File: src/rtl/trgo_pkg.sv
// Package: shared encodings for the trigger-out composer.
// Assumes the 2-bit codes below match the configuration register fields.
package trgo_pkg;

    typedef enum logic [1:0] {
        COMB_OR   = 2'b00,
        COMB_AND  = 2'b01,
        COMB_MAJ  = 2'b10,
        COMB_RSVD = 2'b11
    } comb_mode_e;

    typedef enum logic [1:0] {
        SRC_TRIG = 2'b00,
        SRC_MB   = 2'b01,
        SRC_PB   = 2'b10,
        SRC_SYNC = 2'b11
    } src_sel_e;

endpackage

File: src/rtl/trgo_self_combine.sv
// Module: trgo_self_combine
// Combines masked self-trigger requests by OR, AND or majority (count > level).
// Assumes: combinational only; an empty mask yields 0 in every mode;
// the reserved mode yields 0.
module trgo_self_combine
    import trgo_pkg::*;
#(
    parameter int N_SELF = 8,
    parameter int LVL_W  = 3
) (
    input  logic [N_SELF-1:0] req,
    input  logic [N_SELF-1:0] mask,
    input  logic [1:0]        mode,
    input  logic [LVL_W-1:0]  level,
    output logic              hit
);
    localparam int CNT_W = $clog2(N_SELF + 1);
    localparam int CMP_W = (CNT_W > LVL_W) ? CNT_W : LVL_W;

    logic [N_SELF-1:0] gated;
    logic [CNT_W-1:0]  active_cnt;
    logic              any_hit;
    logic              all_hit;
    logic              maj_hit;

    // Gate requests with the mask.
    always_comb gated = req & mask;

    // Count active masked requests.
    always_comb begin
        active_cnt = '0;
        for (int i = 0; i < N_SELF; i++) begin
            active_cnt = active_cnt + CNT_W'(gated[i]);
        end
    end

    // Per-mode terms; AND requires a non-empty mask.
    always_comb begin
        any_hit = |gated;
        all_hit = (mask != '0) && (gated == mask);
        maj_hit = CMP_W'(active_cnt) > CMP_W'(level);
    end

    // Pick the term for the selected mode.
    always_comb begin
        unique case (comb_mode_e'(mode))
            COMB_OR:  hit = any_hit;
            COMB_AND: hit = all_hit;
            COMB_MAJ: hit = maj_hit;
            default:  hit = 1'b0;
        endcase
    end

endmodule

File: src/rtl/trgo_out_mux.sv
// Module: trgo_out_mux
// Four-way selector choosing the value driven to the output register.
// Assumes: combinational; every code is defined.
module trgo_out_mux
    import trgo_pkg::*;
(
    input  logic [1:0] sel,
    input  logic       trig,
    input  logic       mb,
    input  logic       pb,
    input  logic       sync,
    output logic       y
);
    // Select one source per code.
    always_comb begin
        unique case (src_sel_e'(sel))
            SRC_TRIG: y = trig;
            SRC_MB:   y = mb;
            SRC_PB:   y = pb;
            default:  y = sync;
        endcase
    end

endmodule

File: src/rtl/trig_out_composer.sv
// Module: trig_out_composer (top)
// Builds the trigger term from enabled software/external triggers and the
// combined self-triggers, selects the output source and registers it.
// Assumes: configuration is static or changes synchronously to clk;
// synchronous active-low reset clears the output.
module trig_out_composer #(
    parameter int N_SELF = 8,
    parameter int LVL_W  = 3
) (
    input  logic              clk,
    input  logic              rst_n,
    input  logic [N_SELF-1:0] self_trg,
    input  logic              sw_trg,
    input  logic              ext_trg,
    input  logic              mb_probe,
    input  logic              pb_probe,
    input  logic              sync_in,
    input  logic [N_SELF-1:0] cfg_mask,
    input  logic [1:0]        cfg_logic,
    input  logic [LVL_W-1:0]  cfg_level,
    input  logic              cfg_sw_en,
    input  logic              cfg_ext_en,
    input  logic [1:0]        cfg_src,
    output logic              gpo
);
    logic self_hit;
    logic trig_term;
    logic mux_y;

    trgo_self_combine #(.N_SELF(N_SELF), .LVL_W(LVL_W)) u_comb (
        .req   (self_trg),
        .mask  (cfg_mask),
        .mode  (cfg_logic),
        .level (cfg_level),
        .hit   (self_hit)
    );

    // OR the enabled direct sources with the self-trigger result.
    always_comb trig_term = (sw_trg & cfg_sw_en) | (ext_trg & cfg_ext_en) | self_hit;

    trgo_out_mux u_mux (
        .sel  (cfg_src),
        .trig (trig_term),
        .mb   (mb_probe),
        .pb   (pb_probe),
        .sync (sync_in),
        .y    (mux_y)
    );

    // Glitch-free output register.
    always_ff @(posedge clk) begin
        if (!rst_n) gpo <= 1'b0;
        else        gpo <= mux_y;
    end

endmodule

File: config.mk
export PLATFORM = sky130hd
export DESIGN_NAME = trig_out_composer
export DESIGN_NICKNAME = d
export VERILOG_FILES = /design/src/rtl/trgo_pkg.sv /design/src/rtl/trgo_self_combine.sv /design/src/rtl/trgo_out_mux.sv /design/src/rtl/trig_out_composer.sv
export SDC_FILE = /design/constraint.sdc
export NUM_CORES = 1
export LEC_CHECK = 0
export BUFFER_PORTS_ARGS = -buffer_cell sky130_fd_sc_hd__buf_2
export CAP_MARGIN = 25
export CORE_AREA = 2 2 39 41
export CTS_BUF_LIST = sky130_fd_sc_hd__clkbuf_4 sky130_fd_sc_hd__clkbuf_8 sky130_fd_sc_hd__clkbuf_16
export DETAILED_ROUTE_END_ITERATION = 10
export DIE_AREA = 0 0 41 43
export PLACE_DENSITY = 0.72
export SYNTH_ARGS = -nofsm -noshare
export SYNTH_HDL_FRONTEND = slang
export SYNTH_SLANG_ARGS = --single-unit
File: constraint.sdc
create_clock -name clk -period 5.2 [get_ports clk]
set_clock_uncertainty 0.2 [all_clocks]
set_input_delay 0.26 -clock clk [delete_from_list [all_inputs] [get_ports clk]]
set_output_delay 0.26 -clock clk [all_outputs]
set_load 0.02 [all_outputs]
==> flow_summary.yaml, run 1 <==
run_status:
  outcome: "complete, no violations"
detailed_routing:
  post-route-drc-count: 0
  routed_wirelength_um: 1180
  drt_iter0_markers: 8
  dr.pass1.iters: 4
  vias: 550
  vias_per_cell: 4.87
  antenna_left: 0
  wl_per_cell_um: 10.5
finish:
  n_fill_cell: 161
  antennaDiodeCount: 0
  stdcell_area_um2: 667
  syn2layout_area_growth_pct: 37.0
  largestRegisters: "gpo: 1 flops"
  top_register: "gpo"
  final_common_cell: "buf_2"
  drive_above_1_share_pct: 36.1
  largest_register_ffs: 1
  fin_nets: 142
  final_cell_mix: "32 x buf_2, 16 x inv_1, 8 x nand2_1, 7 x ha_1"
logic_synthesis:
  syn_area_um2: 487
  synth_compound_area_share_pct: 22.1
  syn_avg_cell_area_um2: 7.49
  yosys.area_share.simple_pct: 23.1
  ys_seq_elements: 1
  synth.net_count: 108
  ys_warn_count: 0
  synthAdderAreaFrac_pct: 34.4
  synth_seq_area_share_pct: 4.11
  synth_top_family_by_area: "adder cells"
  synth.distinct_cells: 25
  synth_xor_area_share_pct: 1.80
  muxShareOfSynthArea_pct: 2.06
  synth_cells: 65
clock_network:
  cts_resized: 0
  clk_pin_slew_worst_paths_ns: 0
  cts_setup_buffers: 0
  cts_hold_buf: 0
worst_setup_path:
  cpMostUsedCell: "fa_1"
  cp_data_arrival_time_ns: 3.82
  cp-start-kind: "input port"
  critPathSlowestCell: "fa_1"
  slowest_delay_ns: 0.52
  crit_chain: "buf_2 > and2_1 > ha_1 > inv_1 > fa_1 > fa_1 > fa_1 > fa_1 > inv_1 > ha_1 > nand3_1 > o21ai_0 > o211ai_1 > nand2_1 > a221oi_2"
  crit_fanout: 2
  crit_type: "in2reg"
  cp-end-kind: "register"
  crit_path_start: "self_trg[0]"
  crit_end: "gpo$_SDFF_PN0_"
  crit_required_ns: 4.91
floorplanning:
  rows: 14
  io_pins: 33
  die_h_um: 43
  fp.dieW_um: 41
  dieArea_um2: 1760
  coreArea_um2: 1380
  start_util_pct: 35.2
placement:
  finalWeightedCongestion: 0.790
  dp_hpwl_um: 1130
  port_buffers: 32
  placed_area_um2: 667
global_route:
  grt_pass1_wl_um: 2130
  antenna_found_initial: 0
  grt_start_max_net_pins: 5
  grt.overflow.total: 0
  grt_usage_pct: 16.2
  grt_pass1_vias: 551
sta:
  fmax_mhz: 243
  slew_violations: 0
  maxSlewHeadroom_pct: 80.0
  fin_crit_ns: 4.11
  tightest_slew_ns: 0.298
  rsz0062_at_grt: "false"
  setup_violations: 0
  holdWs_ns: 0.283
  report.final.hold_viol_count: 0
  setup_tns_ns: 0
  min_period_over_period_pct: 79.1
power_and_ir_drop:
  powerDensity_nw_per_um2: 115
  power.leakage_nw: 0.375
  power_mw: 0.0768
  vdd_drop_max_v: 0.0000355
min_path:
  hold_path.class: "in2reg"
run:
  cap_violations: 0
## through the flow
step	cells	utilization, %	worst slack, ns
floorplan	65	-	1.39
CTS	113	48.2	1.07
finish	113	48.2	1.09
detailed placement	113	48.2	1.08
global route	113	48.2	0.836
global placement	113	48.2	1.15
## worst max-delay path: cells and delay by family
family / cells / cell delay (ns)
compound gates: 3 / 0.46
fa+ha+maj: 6 / 2.58
simple gates: 3 / 0.32
buf+inv: 3 / 0.20
## worst min path at each step
stage | to | startpoint | depth (start not counted)
final | gpo$_SDFF_PN0_ | cfg_src[1] | 2
after floorplan | gpo$_SDFF_PN0_ | cfg_src[1] | 1
after global placement | gpo$_SDFF_PN0_ | cfg_src[1] | 2
after global routing | gpo$_SDFF_PN0_ | cfg_src[1] | 2
after CTS | gpo$_SDFF_PN0_ | cfg_src[1] | 2
after detailed placement | gpo$_SDFF_PN0_ | cfg_src[1] | 2
## power breakdown
group	internal, mW	switching (mW)	total, mW
registers	0.00860	0.000166	0.00877
clock network	0	0	0
logic	0.0339	0.0342	0.0680
total	0.0425	0.0343	0.0768
## kinds of logic after synthesis
logic type / after synthesis
buf+inv: 16
compound gates: 14
mux: 1
fa+ha+maj: 11
simple gates: 21
xor+xnor: 1
flops: 1
## layer usage
metal	wire (µm)	track usage, %	share of wire [%]	vias up
li1	-	-	-	289
met1	507	22.9	43	245
met2	624	28.1	53	16
met3	51	0	4.3	0
met4	0	0	0	0
met5	0	0	0	-
## synthesized netlist by cell type, drive strengths merged
master   n  area [µm²]
nand3    1        5.00
nand3b   1        7.51
xnor2    1        8.76
a41oi    1        16.3
nand2    9        36.3
o221ai   1        8.76
a221oi   1        15.0
inv     16        60.1
nor2b    2        12.5
fa       4        80.1
o22ai    2        12.5
dfxtp    1        20.0
a222oi   1        10.0
ha       7        87.6
nor4     2        12.5
a21oi    2        10.0
o211ai   1        7.51
nor3     1        5.00
o21ai    4        20.0
and4     1        8.76
a211oi   1        7.51
nand2b   3        18.8
mux2i    1        10.0
and2     1        6.26
## layout make-up
| class | count | area, µm² | share of cell area, % |
|---|---|---|---|
| Sequential cell | 1 | 20.0 | 3.00 |
| Tap cell | 16 | 20.0 | 3.00 |
| Timing Repair Buffer | 32 | 160 | 24.0 |
| Inverter | 16 | 60.1 | 9.01 |
| Multi-Input combinational cell | 48 | 407 | 61.0 |
No activity file was read; power rests on OpenSTA's default activity.
==> run 2: changes to the inputs <==
--- a/config.mk
+++ b/config.mk
@@ -5,13 +5,14 @@
 export SDC_FILE = /design/constraint.sdc
 export NUM_CORES = 1
 export LEC_CHECK = 0
+export ABC_AREA = 1
 export BUFFER_PORTS_ARGS = -buffer_cell sky130_fd_sc_hd__buf_2
 export CAP_MARGIN = 25
-export CORE_AREA = 2 2 39 41
+export CORE_MARGIN = 2
+export CORE_UTILIZATION = 42
 export CTS_BUF_LIST = sky130_fd_sc_hd__clkbuf_4 sky130_fd_sc_hd__clkbuf_8 sky130_fd_sc_hd__clkbuf_16
 export DETAILED_ROUTE_END_ITERATION = 10
-export DIE_AREA = 0 0 41 43
-export PLACE_DENSITY = 0.72
+export PLACE_DENSITY = 0.78
 export SYNTH_ARGS = -nofsm -noshare
 export SYNTH_HDL_FRONTEND = slang
 export SYNTH_SLANG_ARGS = --single-unit
==> constraint.sdc (replaced) <==
create_clock -name clk -period 4.2 [get_ports clk]
set_clock_uncertainty 0.2 [all_clocks]
set_input_delay 0.21 -clock clk [delete_from_list [all_inputs] [get_ports clk]]
set_output_delay 0.21 -clock clk [all_outputs]
set_load 0.02 [all_outputs]
==> flow_summary.yaml, run 2 <==
global_route:
  grt_usage_pct: 15.6
  antenna_found_initial: 0
  grt.overflow.total: 0
  grt_pass1_wl_um: 1790
  grt_pass1_vias: 500
  grt_start_max_net_pins: 5
finish:
  top_register: "gpo"
  fin_util_pct: 58.2
  largest_register_ffs: 1
  seq_area_um2: 20.0
  fin_nets: 180
  antennaDiodeCount: 0
  syn2layout_area_growth_pct: 32.0
  final_common_cell: "nand2_1"
  drive_above_1_share_pct: 25.2
  n_fill_cell: 144
  multi_input_area_um2: 430
  largestRegisters: "gpo: 1 flops"
  final_cell_mix: "40 x nand2_1, 32 x buf_2, 29 x inv_1, 12 x nor2_1, 7 x ha_1"
detailed_routing:
  vias: 645
  routed_wirelength_um: 1200
  dr.pass1.iters: 4
  drt_iter0_markers: 4
  post-route-drc-count: 0
  antenna_left: 0
  wl_per_cell_um: 8.02
  vias_per_cell: 4.30
logic_synthesis:
  synth_top_family_by_area: "simple AND/OR/NAND/NOR gates"
  syn_avg_cell_area_um2: 5.43
  yosysMostFrequentCell: "nand2_1"
  synth_compound_area_share_pct: 8.72
  ys_warn_count: 0
  yosys.area_share.simple_pct: 36.7
  synth.net_count: 146
  synth_largest_area_cell: "nand2_1"
  synth_xor_area_share_pct: 1.57
  synth_cells: 103
  synth-edff-count: 0
  synthAdderAreaFrac_pct: 30.0
  synth.distinct_cells: 13
  synthTopCellsByArea: "nand2_1 27%, inv_1 19%, ha_1 16%"
  synth.top_cell.area_share_pct: 26.8
  ys_seq_elements: 1
  ys.flop_type: "dfxtp_1"
  syn_area_um2: 559
  muxShareOfSynthArea_pct: 0
  synth_seq_area_share_pct: 3.58
  async_reset_ff_share_pct: 0
  ys_top_cells_by_count: "40 x nand2_1, 29 x inv_1, 12 x nor2_1, 7 x ha_1, 4 x fa_1"
worst_setup_path:
  crit_required_ns: 3.88
  crit_type: "in2reg"
  slowest_delay_ns: 0.52
  crit_fanout: 3
  critPathSlowestCell: "fa_1"
  cp-end-kind: "register"
  cpMostUsedCell: "nand2_1"
  crit_buf_inv: 4
  critical_path.top_delay_family: "adder cells"
  cp_data_arrival_time_ns: 3.60
  crit_chain: "buf_2 > nand2_1 > inv_1 > ha_1 > inv_1 > fa_1 > fa_1 > fa_1 > fa_1 > inv_1 > ha_1 > nand2_1 > nand2_1 > nand2_1 > nand2_1 > nand2_1 > nand2_1 > nand2_1 > nand2_1 > nand2_1 > a21oi_2"
  cp-start-kind: "input port"
placement:
  finalWeightedCongestion: 0.687
  dp_hpwl_um: 1150
  port_buffers: 32
sta:
  tightest_slew_ns: 0.195
  maxSlewHeadroom_pct: 86.8
  min_period_over_period_pct: 93.4
  setup_violations: 0
  fin_crit_ns: 3.92
  fmax_mhz: 255
  rsz0062_at_grt: "false"
  report.final.hold_viol_count: 0
  setup_tns_ns: 0
  slew_violations: 0
min_path:
  hold_depth: 3
  min_from: "rst_n"
  hold_path.class: "in2reg"
  hold_end: "gpo$_SDFF_PN0_"
clock_network:
  cts_setup_buffers: 0
  cts_hold_buf: 0
  cts_resized: 0
  clk_pin_slew_worst_paths_ns: 0
power_and_ir_drop:
  powerDensity_nw_per_um2: 137
  power.leakage_nw: 0.513
  power_mw: 0.102
  vdd_drop_max_v: 0.0000580
floorplanning:
  start_util_pct: 44.1
  die_h_um: 40.5
  dieArea_um2: 1640
  rows: 13
  fp.dieW_um: 40.5
  coreArea_um2: 1270
  io_pins: 33
run:
  cap_violations: 0
run_status:
  outcome: "complete, no violations"
## run 2: kinds of logic after synthesis
family	after synthesis
flip-flops	1
adder cells (fa/ha/maj)	11
buffers and inverters	29
XOR/XNOR	1
AO/OA/AOI/OAI	7
AND/OR/NAND/NOR	54
## run 2: per-stage QoR
stage / cell area, µm² / hold slack, ns / setup WS, ns / instances
after global routing: 738 / 0.304 / 0.0404 / 150
final: 738 / 0.279 / 0.279 / 150
after global placement: 738 / 0.275 / 0.349 / 150
after floorplan: 559 / 0.167 / 0.547 / 103
after CTS: 738 / 0.284 / 0.251 / 150
after detailed placement: 738 / 0.284 / 0.256 / 150
## run 2: area by class of cell
class,instances,share of cell area (%)
Tap cell,15,2.54
Timing Repair Buffer,32,21.7
Inverter,29,14.7
Sequential cell,1,2.71
Multi-Input combinational cell,73,58.3
## run 2: worst max path at each step
stage	startpoint	to	slack (ns)	depth (start not counted)
floorplan	self_trg[0]	gpo$_SDFF_PN0_	0.55	20
global placement	cfg_mask[0]	gpo$_SDFF_PN0_	0.35	21
detailed placement	cfg_mask[0]	gpo$_SDFF_PN0_	0.26	21
CTS	cfg_mask[0]	gpo$_SDFF_PN0_	0.25	21
global route	self_trg[1]	gpo$_SDFF_PN0_	0.04	21
finish	cfg_mask[0]	gpo$_SDFF_PN0_	0.28	21
## run 2: layer usage
layer / routed length, µm / GRT usage (%)
met5: 0 / 0
met3: 72 / 0
met1: 494 / 19.1
met2: 636 / 31.3
met4: 0 / 0
## run 2: power breakdown
part	internal (mW)	total, mW	leakage, nW	switching [mW]
Combinational	0.0425	0.0908	0.504	0.0483
Sequential	0.0105	0.0107	0.00835	0.000145
Clock	0	0	0	0
Total	0.0531	0.102	0.513	0.0484
==> run 3: changes to the inputs <==
--- a/config.mk
+++ b/config.mk
@@ -9,10 +9,10 @@
 export BUFFER_PORTS_ARGS = -buffer_cell sky130_fd_sc_hd__buf_2
 export CAP_MARGIN = 25
 export CORE_MARGIN = 2
-export CORE_UTILIZATION = 42
+export CORE_UTILIZATION = 40
 export CTS_BUF_LIST = sky130_fd_sc_hd__clkbuf_4 sky130_fd_sc_hd__clkbuf_8 sky130_fd_sc_hd__clkbuf_16
 export DETAILED_ROUTE_END_ITERATION = 10
-export PLACE_DENSITY = 0.78
+export PLACE_DENSITY = 0.75
 export SYNTH_ARGS = -nofsm -noshare
 export SYNTH_HDL_FRONTEND = slang
 export SYNTH_SLANG_ARGS = --single-unit
==> constraint.sdc (replaced) <==
create_clock -name clk -period 4.55 [get_ports clk]
set_clock_uncertainty 0.2 [all_clocks]
set_input_delay 0.2275 -clock clk [delete_from_list [all_inputs] [get_ports clk]]
set_output_delay 0.2275 -clock clk [all_outputs]
set_load 0.02 [all_outputs]
==> flow_summary.yaml, run 3 (synthesis gave the netlist of run 2 again) <==
global_route:
  met2_usage_pct: 28.1
  grt_start_max_net_pins: 5
  antenna_found_initial: 0
  grt_pass1_vias: 498
  grt.overflow.total: 0
  use_met3_pct: 0
  grt_pass1_wl_um: 1700
  use_met1_pct: 17.1
  grt_usage_pct: 13.9
  busiest_layer: "met2"
run_status:
  outcome: "complete, no violations"
floorplanning:
  coreArea_um2: 1300
  die_h_um: 41.4
  io_pins: 33
  rows: 13
  dieArea_um2: 1710
  fp.dieW_um: 41.4
  start_util_pct: 43.0
sta:
  fin_crit_ns: 3.94
  setup_violations: 0
  rsz0062_at_grt: "false"
  tightest_slew_ns: 0.201
  min_period_over_period_pct: 86.6
  setup_tns_ns: 0
  report.final.hold_viol_count: 0
  maxSlewHeadroom_pct: 86.5
  slew_violations: 0
  fmax_mhz: 254
run:
  cap_violations: 0
finish:
  antennaDiodeCount: 0
  final_cell_mix: "40 x nand2_1, 32 x buf_2, 29 x inv_1, 12 x nor2_1, 7 x ha_1"
  largestRegisters: "gpo: 1 flops"
  stdcell_area_um2: 738
  final_common_cell: "nand2_1"
  fin_nets: 180
  syn2layout_area_growth_pct: 32.0
  drive_above_1_share_pct: 25.2
  top_register: "gpo"
  largest_register_ffs: 1
detailed_routing:
  routed_wirelength_um: 1150
  wl_per_cell_um: 7.65
  vias: 639
  dr.pass1.iters: 2
  antenna_left: 0
  post-route-drc-count: 0
  drt_iter0_markers: 3
  vias_per_cell: 4.26
clock_network:
  cts_setup_buffers: 0
  cts_resized: 0
  cts_hold_buf: 0
  clk_pin_slew_worst_paths_ns: 0
placement:
  placed_area_um2: 738
  finalWeightedCongestion: 0.781
  dp_hpwl_um: 1130
  port_buffers: 32
worst_setup_path:
  cp_data_arrival_time_ns: 3.62
  cp-end-kind: "register"
  crit_type: "in2reg"
  crit_required_ns: 4.23
  crit_fanout: 2
  cp-start-kind: "input port"
power_and_ir_drop:
  powerDensity_nw_per_um2: 125
  vdd_drop_max_v: 0.0000449
  power.leakage_nw: 0.513
min_path:
  hold_path.class: "in2reg"
run 3: cell counts in the layout (fill, tap and decap cells not counted):
Identical to the previous run, type by type.
run 3: worst paths after layout:
path,from,to,cells after the start
worst max-delay path,self_trg[1],gpo$_SDFF_PN0_,21
worst min-delay path,rst_n,gpo$_SDFF_PN0_,3
run 3: critical path, stage by stage:
cell and delay, ns:
buf_2 0.10, nand2_1 0.09, inv_1 0.05, ha_1 0.26, inv_1 0.05, fa_1 0.50, fa_1 0.52, fa_1 0.47
fa_1 0.49, inv_1 0.04, ha_1 0.28, nand2_1 0.07, nand2_1 0.05, nand2_1 0.05, nand2_1 0.04, nand2_1 0.05
nand2_1 0.05, nand2_1 0.05, nand2_1 0.05, nand2_1 0.07, a21oi_2 0.05
run 3: cell type report:
type	count	area (µm²)
Inverter	29	109
Tap cell	15	18.8
Timing Repair Buffer	32	160
Sequential cell	1	20.0
Fill cell	133	563
Multi-Input combinational cell	73	430
run 3: power by group:
group          total (mW)  internal [mW]  leakage [nW]  switching (mW)
combinational      0.0822         0.0388         0.504          0.0434
clock                   0              0             0               0
sequential        0.00988        0.00971       0.00835        0.000167
total              0.0921         0.0485         0.513          0.0436
run 3: per-layer routing:
metal	share of wire, %	vias up	wire [µm]
met4	0	0	0
met5	0	-	0
li1	-	362	-
met3	4.7	0	54
met1	45	261	518
met2	50	16	574
run 3: stage by stage:
step	total power [mW]	hold WS (ns)	setup WS (ns)	cells	util, %
final	0.0921	0.296	0.608	150	56.7
after global routing	0.108	0.320	0.361	150	56.7
after CTS	0.0948	0.304	0.553	150	56.7
after detailed placement	0.0944	0.304	0.552	150	56.7
after global placement	0.0908	0.294	0.637	150	56.7
after floorplan	0.0666	0.185	0.879	103	-
